**config.mk**
```make
export PLATFORM = sky130hd
export DESIGN_NAME = seltree_node
export DESIGN_NICKNAME = d
export VERILOG_FILES = /design/src/rtl/seltree_pkg.sv /design/src/rtl/seltree_rst_sync.sv /design/src/rtl/seltree_steer.sv /design/src/rtl/seltree_fwd.sv /design/src/rtl/seltree_merge.sv /design/src/rtl/seltree_node.sv
export SDC_FILE = /design/constraint.sdc
export NUM_CORES = 1
export LEC_CHECK = 0
export ABC_AREA = 0
export CORE_AREA = 2 2 39 41
export CTS_BUF_LIST = sky130_fd_sc_hd__clkbuf_2
export CTS_CLUSTER_DIAMETER = 80
export DETAILED_ROUTE_END_ITERATION = 16
export DIE_AREA = 0 0 41 43
export PLACE_DENSITY_LB_ADDON = 0.2
export SETUP_SLACK_MARGIN = 0.3
export SLEW_MARGIN = 20
export SYNTH_ARGS = -nofsm -noshare
export SYNTH_HDL_FRONTEND = slang
export SYNTH_SLANG_ARGS = --single-unit
```
**constraint.sdc**
```tcl
create_clock -name clk -period 1.8 [get_ports clk]
set_input_delay 0.45 -clock clk [delete_from_list [all_inputs] [get_ports clk]]
set_output_delay 0.45 -clock clk [all_outputs]
set_load 0.05 [all_outputs]
```
**src/rtl/seltree_pkg.sv**
```systemverilog
package seltree_pkg;

  // Which child a steering gate serves; the value is the address bit that selects it.
  typedef enum logic {
    DIR_LEFT  = 1'b0,
    DIR_RIGHT = 1'b1
  } child_dir_e;

  localparam int NUM_CHILD = 2;

endpackage

```
**src/rtl/seltree_rst_sync.sv**
```systemverilog
module seltree_rst_sync #(
  parameter int STAGES = 2
) (
  input  logic clk,
  input  logic rst_n,
  output logic rst_n_sync
);

  logic [STAGES-1:0] sync_q;
  logic [STAGES-1:0] sync_d;

  always_comb begin
    sync_d = {sync_q[STAGES-2:0], 1'b1};
  end

  always_ff @(posedge clk or negedge rst_n) begin
    if (!rst_n) begin
      sync_q <= '0;
    end else begin
      sync_q <= sync_d;
    end
  end

  assign rst_n_sync = sync_q[STAGES-1];

endmodule

```
**src/rtl/seltree_steer.sv**
```systemverilog
module seltree_steer
  import seltree_pkg::*;
#(
  parameter child_dir_e DIR = DIR_LEFT
) (
  input  logic clk,
  input  logic rst_n,
  input  logic sel_in,
  input  logic sel_prev,
  input  logic addr_bit,
  output logic sel_out
);

  logic gate_q;
  logic gate_d;
  logic out_d;
  logic start_t;
  logic cont_t;

  always_comb begin
    // start: the run begins now and the address bit points at this child
    start_t = !sel_prev && (addr_bit == logic'(DIR));
    // continue: this child already owns the run and the run is still going
    cont_t  = sel_in && gate_q;
    gate_d  = (sel_in && start_t) || (sel_in && cont_t) || (start_t && cont_t);
    // hide the head bit of the run: pass only once the previous select was high
    out_d   = gate_d && sel_prev;
  end

  always_ff @(posedge clk or negedge rst_n) begin
    if (!rst_n) begin
      gate_q  <= 1'b0;
      sel_out <= 1'b0;
    end else begin
      gate_q  <= gate_d;
      sel_out <= out_d;
    end
  end

endmodule

```
**src/rtl/seltree_fwd.sv**
```systemverilog
module seltree_fwd #(
  parameter int W = 1
) (
  input  logic         clk,
  input  logic         rst_n,
  input  logic [W-1:0] din,
  output logic [W-1:0] dout
);

  logic [W-1:0] nxt;

  always_comb begin
    nxt = din;
  end

  always_ff @(posedge clk or negedge rst_n) begin
    if (!rst_n) begin
      dout <= '0;
    end else begin
      dout <= nxt;
    end
  end

endmodule

```
**src/rtl/seltree_merge.sv**
```systemverilog
module seltree_merge #(
  parameter int W = 1,
  parameter int N = 2
) (
  input  logic                clk,
  input  logic                rst_n,
  input  logic [N-1:0][W-1:0] lines,
  output logic [W-1:0]        merged
);

  logic [W-1:0] nxt;

  always_comb begin
    nxt = '0;
    for (int i = 0; i < N; i++) begin
      nxt = nxt | lines[i];
    end
  end

  always_ff @(posedge clk or negedge rst_n) begin
    if (!rst_n) begin
      merged <= '0;
    end else begin
      merged <= nxt;
    end
  end

endmodule

```
**src/rtl/seltree_node.sv**
```systemverilog
module seltree_node
  import seltree_pkg::*;
#(
  parameter int LANE_W    = 2,
  parameter int ADDR_LANE = 0,
  parameter int RST_SYNC  = 2
) (
  input  logic              clk,
  input  logic              rst_n,
  input  logic [LANE_W-1:0] pkt_in,
  input  logic              sel_in,
  output logic [LANE_W-1:0] pkt_to_l,
  output logic [LANE_W-1:0] pkt_to_r,
  output logic              sel_to_l,
  output logic              sel_to_r,
  input  logic [LANE_W-1:0] dout_l,
  input  logic [LANE_W-1:0] dout_r,
  output logic [LANE_W-1:0] dout_up
);

  localparam int NC = NUM_CHILD;

  logic                    rst_n_int;
  logic                    sel_prev_q;
  logic                    sel_prev_d;
  logic [NC-1:0][LANE_W-1:0] pkt_fwd;
  logic [NC-1:0]             sel_fwd;
  logic [NC-1:0][LANE_W-1:0] dout_child;

  seltree_rst_sync #(.STAGES(RST_SYNC)) i_rst_sync (
    .clk        (clk),
    .rst_n      (rst_n),
    .rst_n_sync (rst_n_int)
  );

  // previous input select, shared by both steering gates
  always_comb begin
    sel_prev_d = sel_in;
  end

  always_ff @(posedge clk or negedge rst_n_int) begin
    if (!rst_n_int) begin
      sel_prev_q <= 1'b0;
    end else begin
      sel_prev_q <= sel_prev_d;
    end
  end

  generate
    for (genvar gi = 0; gi < NC; gi++) begin : g_child
      seltree_fwd #(.W(LANE_W)) i_fwd (
        .clk   (clk),
        .rst_n (rst_n_int),
        .din   (pkt_in),
        .dout  (pkt_fwd[gi])
      );

      seltree_steer #(.DIR(gi == 0 ? DIR_LEFT : DIR_RIGHT)) i_steer (
        .clk      (clk),
        .rst_n    (rst_n_int),
        .sel_in   (sel_in),
        .sel_prev (sel_prev_q),
        .addr_bit (pkt_in[ADDR_LANE]),
        .sel_out  (sel_fwd[gi])
      );
    end
  endgenerate

  assign dout_child[0] = dout_l;
  assign dout_child[1] = dout_r;

  seltree_merge #(.W(LANE_W), .N(NC)) i_merge (
    .clk    (clk),
    .rst_n  (rst_n_int),
    .lines  (dout_child),
    .merged (dout_up)
  );

  assign pkt_to_l = pkt_fwd[0];
  assign pkt_to_r = pkt_fwd[1];
  assign sel_to_l = sel_fwd[0];
  assign sel_to_r = sel_fwd[1];

endmodule

```
== Word level (Yosys, flattened, before mapping) ==
Index checks and enable logic that the tools add are counted.

* Add/sub/neg operators: 0
* Multiply operators: 0
* Div/mod/pow operators: 0
* Order comparisons: 0
* Equal/unequal tests: 0
* Shift-type cells: 0
* Mux-type cells: 0
* Bitwise gates (word level): 2
* Reduce and logical (&&, ||, !) cells: 17

{| class="wikitable"
|+ Operators with widths
! kind !! number
|-
| $logic_and 1x1->1 || 12
|-
| $logic_or 1x1->1 || 4
|-
| $or 2x2->2 || 1
|-
| $logic_not 1->1 || 1
|-
| $not 1->1 || 1
|}

* Register bits after elaboration: 11
* Bits in latches: 0
* Bits in writable memories: 0
* ROM bits: 0
* Input port bits: 9
* Output and inout port bits: 8
* Logic and storage cells: 27
* Memories kept: 0

== Logic depth before layout (Yosys ltp) ==
* Word-level depth: 6
* Depth in mapped cells: 2
* Gate-level depth less buffers: 2

== Cells and area by module ==
A second synthesis with hierarchy kept.

* Cell total of the unflattened synthesis: 22
* Area, all modules: 380.4 um^2

{| class="wikitable"
|+ By module, submodules not included
! module !! instances !! cells an instance !! area each (um^2)
|-
| seltree_fwd || 2 || 2 || 50.0
|-
| seltree_steer (g_child[1].i_steer) || 1 || 5 || 70.1
|-
| seltree_steer (g_child[0].i_steer) || 1 || 5 || 68.8
|-
| seltree_merge || 1 || 4 || 62.6
|-
| seltree_rst_sync || 1 || 3 || 53.8
|-
| seltree_node || 1 || 1 || 25.0
|}

== Worst setup path after synthesis ==
OpenSTA, ideal clock, no wires.

* Path type: reg-to-output
* Start: reg g_child[1].i_fwd.dout[0]
* End: out pkt_to_r[0]
* Arrival time: 886 ps
* Required time: 1350 ps
* Setup slack: 464 ps
* Cell stages (with the launch flop): 2
* Cells stage by stage: dfrtp_1 -> buf_4

{| class="wikitable"
|+ RTL lines
! element !! line !! source
|-
| start, declared || seltree_fwd.sv:7 || <nowiki>output logic [W-1:0] dout</nowiki>
|-
| start signal, assigned || seltree_fwd.sv:20 || <nowiki>dout <= nxt;</nowiki>
|-
| end, declared || seltree_node.sv:13 || <nowiki>output logic [LANE_W-1:0] pkt_to_r,</nowiki>
|}

No word-level cell between the ends.

== Worst setup path in the final report ==
* Start: reg g_child[1].i_fwd.dout[0]
* End: out pkt_to_r[0]

No word-level cell between the ends.

==> impl_metrics.json <==
{
  "grt_first_pass_wirelength_um": 945,
  "coreArea_um2": 1384,
  "synth.most_common_cell": "dfrtp_1",
  "outcome": "finished, final reports clean",
  "swShare_pct": 26.80,
  "grt_pass1_vias": 211,
  "dpl.hpwl_um": 436.5,
  "finalCritPeriodShare_pct": 71.25,
  "finalSetupViolations": 0,
  "grt_use_total_pct": 8.767,
  "ys_seq_elements": 11,
  "ant_nets": 0,
  "p_sw_mw": 0.1274,
  "vdd_drop_max_mv": 0.3710,
  "wl_per_cell_um": 9.911,
  "antenna_cells": 0,
  "rsz0062_at_grt": "false",
  "seq_power_share_pct": 56.3,
  "synth_cells": 22,
  "num_io_pins": 17,
  "drive_gt1_share_pct": 35.00,
  "synthTopCellsByArea": "dfrtp_1, buf_4, o21a_1",
  "grt_max_degree": 10,
  "clk_latency_ns": 0.25,
  "p_int_mw": 0.3480,
  "drc": 0,
  "cts-resized-gates": 0,
  "ys_seq_area_share_pct": 80.00,
  "leakage_nw": 0.2481,
  "start_util_pct": 24.86,
  "synth_warnings": 0,
  "synth_common_cells": "dfrtp_1, and3_1, buf_4, o21a_1, or2_2",
  "fillers": 154,
  "layout.nets": 50,
  "power_density_nw_per_um2": 933.5,
  "htree_levels": 1,
  "dieArea_um2": 1763,
  "crit_chain": "buf_4",
  "first_pass_iters": 4,
  "clock-sinks": 11,
  "path_buf_inv": 1,
  "cts_setup_buffers": 0,
  "synth_top_flop_cell": "dfrtp_1",
  "synth-edff-count": 0,
  "worstSetupEndpointType": "output pin",
  "vias": 221,
  "syn_avg_cell_area_um2": 15.64,
  "synth.distinct_cells": 8,
  "drt-initial-drc-count": 2,
  "critical_path_class": "reg -> out",
  "cts-buffers-inserted": 3,
  "antenna_found_initial": 0,
  "final-hold-violation-count": 0,
  "fin_util_pct": 36.80,
  "grt_overflow": 0,
  "max_freq_ghz": 0.7797,
  "synth_fp_nets": 31,
  "avgViaCountPerCell": 3.946,
  "clock_path_buffers": 2,
  "cts_tree": "built",
  "fin_worst_skew_ns": 0.004297,
  "final.setup.tns_ns": 0,
  "die_y_um": 43,
  "critPathSlowestCell": "dfrtp_1",
  "drv_cap": 0,
  "wl_um": 555,
  "fin_crit_ns": 1.283,
  "clockRootBuffer": "clkbuf_2",
  "path_max_fanout": 2,
  "drv_slew": 0,
  "async_flop_share_pct": 100.0,
  "cts.clk_slew.worst_paths_ns": 0.11,
  "cpPeakStageDelay_ns": 0.39,
  "arrival_ns": 0.83,
  "ctsHoldBuffers": 0,
  "required_ns": 1.35,
  "pwr-share-clk_pct": 29.3,
  "min_path_type": "reg -> async",
  "synth_area_um2": 344.1,
  "startpoint_type": "register",
  "syn_to_final_growth_pct": 48.00,
  "synth_top_area_cell": "dfrtp_1",
  "gp_congestion": 0.5182,
  "rows": 14,
  "crit_family": "flip-flops",
  "synth_top_area_share_pct": 80.00,
  "pwr-share-comb_pct": 14.4,
  "die_w_um": 41,
  "port_buffers": 16
}
==> worst register-to-register path: cells and delay by family, from the launching register on <==
family             cells  cell delay, ns
AOI/OAI and AO/OA      1            0.16
and+or+nand+nor        1            0.06
DFF                    1            0.40
==> layout by cell type, fill, tap and decap left out, drive strengths merged <==
cell            n
clkbuf          4
nor2            1
clkdlybuf4s50   8
and3            2
conb            1
nor2b           1
buf             8
o21a            2
dfrtp          11
or2             2
==> kinds of logic (layout without fill, tap and decap cells) <==
group	count (synthesis)	count (layout)	share of synthesized area, %
other	1	1	1.090
AOI/OAI and AO/OA	2	2	4.362
and+or+nand+nor	6	6	10.18
buffers and inverters	2	20	4.362
DFF	11	11	80.00
==> routing by layer <==
layer / part of all wire, % / vias to the layer above / track usage (%) / routed length (um)
li1: - / 103 / - / -
met1: 37 / 107 / 9.459 / 203
met2: 54 / 11 / 11.56 / 298
met3: 9.5 / 0 / 4.712 / 53
met4: 0 / 0 / 8.000 / 0
met5: 0 / - / 0 / 0
==> stage by stage <==
step	instances	setup slack (ns)	hold WS (ns)	cell area (um^2)	power [mW]
5_1_grt	56	0.4648	0.1926	509.2	0.5016
2_1_floorplan	22	0.4637	0.1078	344.1	0.3099
4_1_cts	56	0.4964	0.1616	509.2	0.4818
3_3_place_gp	52	0.5166	0.1402	489.2	0.3394
6_report	56	0.5174	0.1474	509.2	0.4754
3_5_place_dp	52	0.4797	0.1532	489.2	0.3419
==> layout make-up <==
type,count,area (um^2),share of cell area [%]
tap,16,20.02,3.931
clock buffer,4,20.02,3.931
timing repair buffer,16,140.1,27.52
sequential,11,275.3,54.05
multi-input combinational,9,53.80,10.57
==> state kept, by name, indices dropped and copies added (netlist names) <==
register                 count
i_rst_sync.sync_q            2
i_merge.merged               2
g_child.i_steer.gate_q       2
sel_prev_q                   1
g_child.i_fwd.dout           2
g_child.i_steer.sel_out      2
==> power by group through the flow <==
stage,clock (mW),combinational (mW),sequential [mW]
after floorplan,0,0.0183,0.292
after global placement,0,0.0679,0.272
after detailed placement,0,0.0690,0.273
after CTS,0.145,0.0690,0.268
after global routing,0.159,0.0725,0.270
final,0.139,0.0684,0.267
==> final timing paths <==
kind                       cells after the start                startpoint                    endpoint  slack [ns]
setup reg to reg                               2                sel_prev_q   g_child[1].i_steer.gate_q        1.08
hold / removal                                 0      i_rst_sync.sync_q[1]  g_child[0].i_steer.sel_out        0.15
hold reg to reg                                0      i_rst_sync.sync_q[1]  g_child[0].i_steer.sel_out        0.15
setup / recovery                               1  g_child[1].i_fwd.dout[0]                 pkt_to_r[0]        0.52
min in group clk                               0      i_rst_sync.sync_q[0]        i_rst_sync.sync_q[1]        0.36
max in group asynchronous                      1                     rst_n        i_rst_sync.sync_q[0]        1.33
Power figures use the tool's default switching activity.
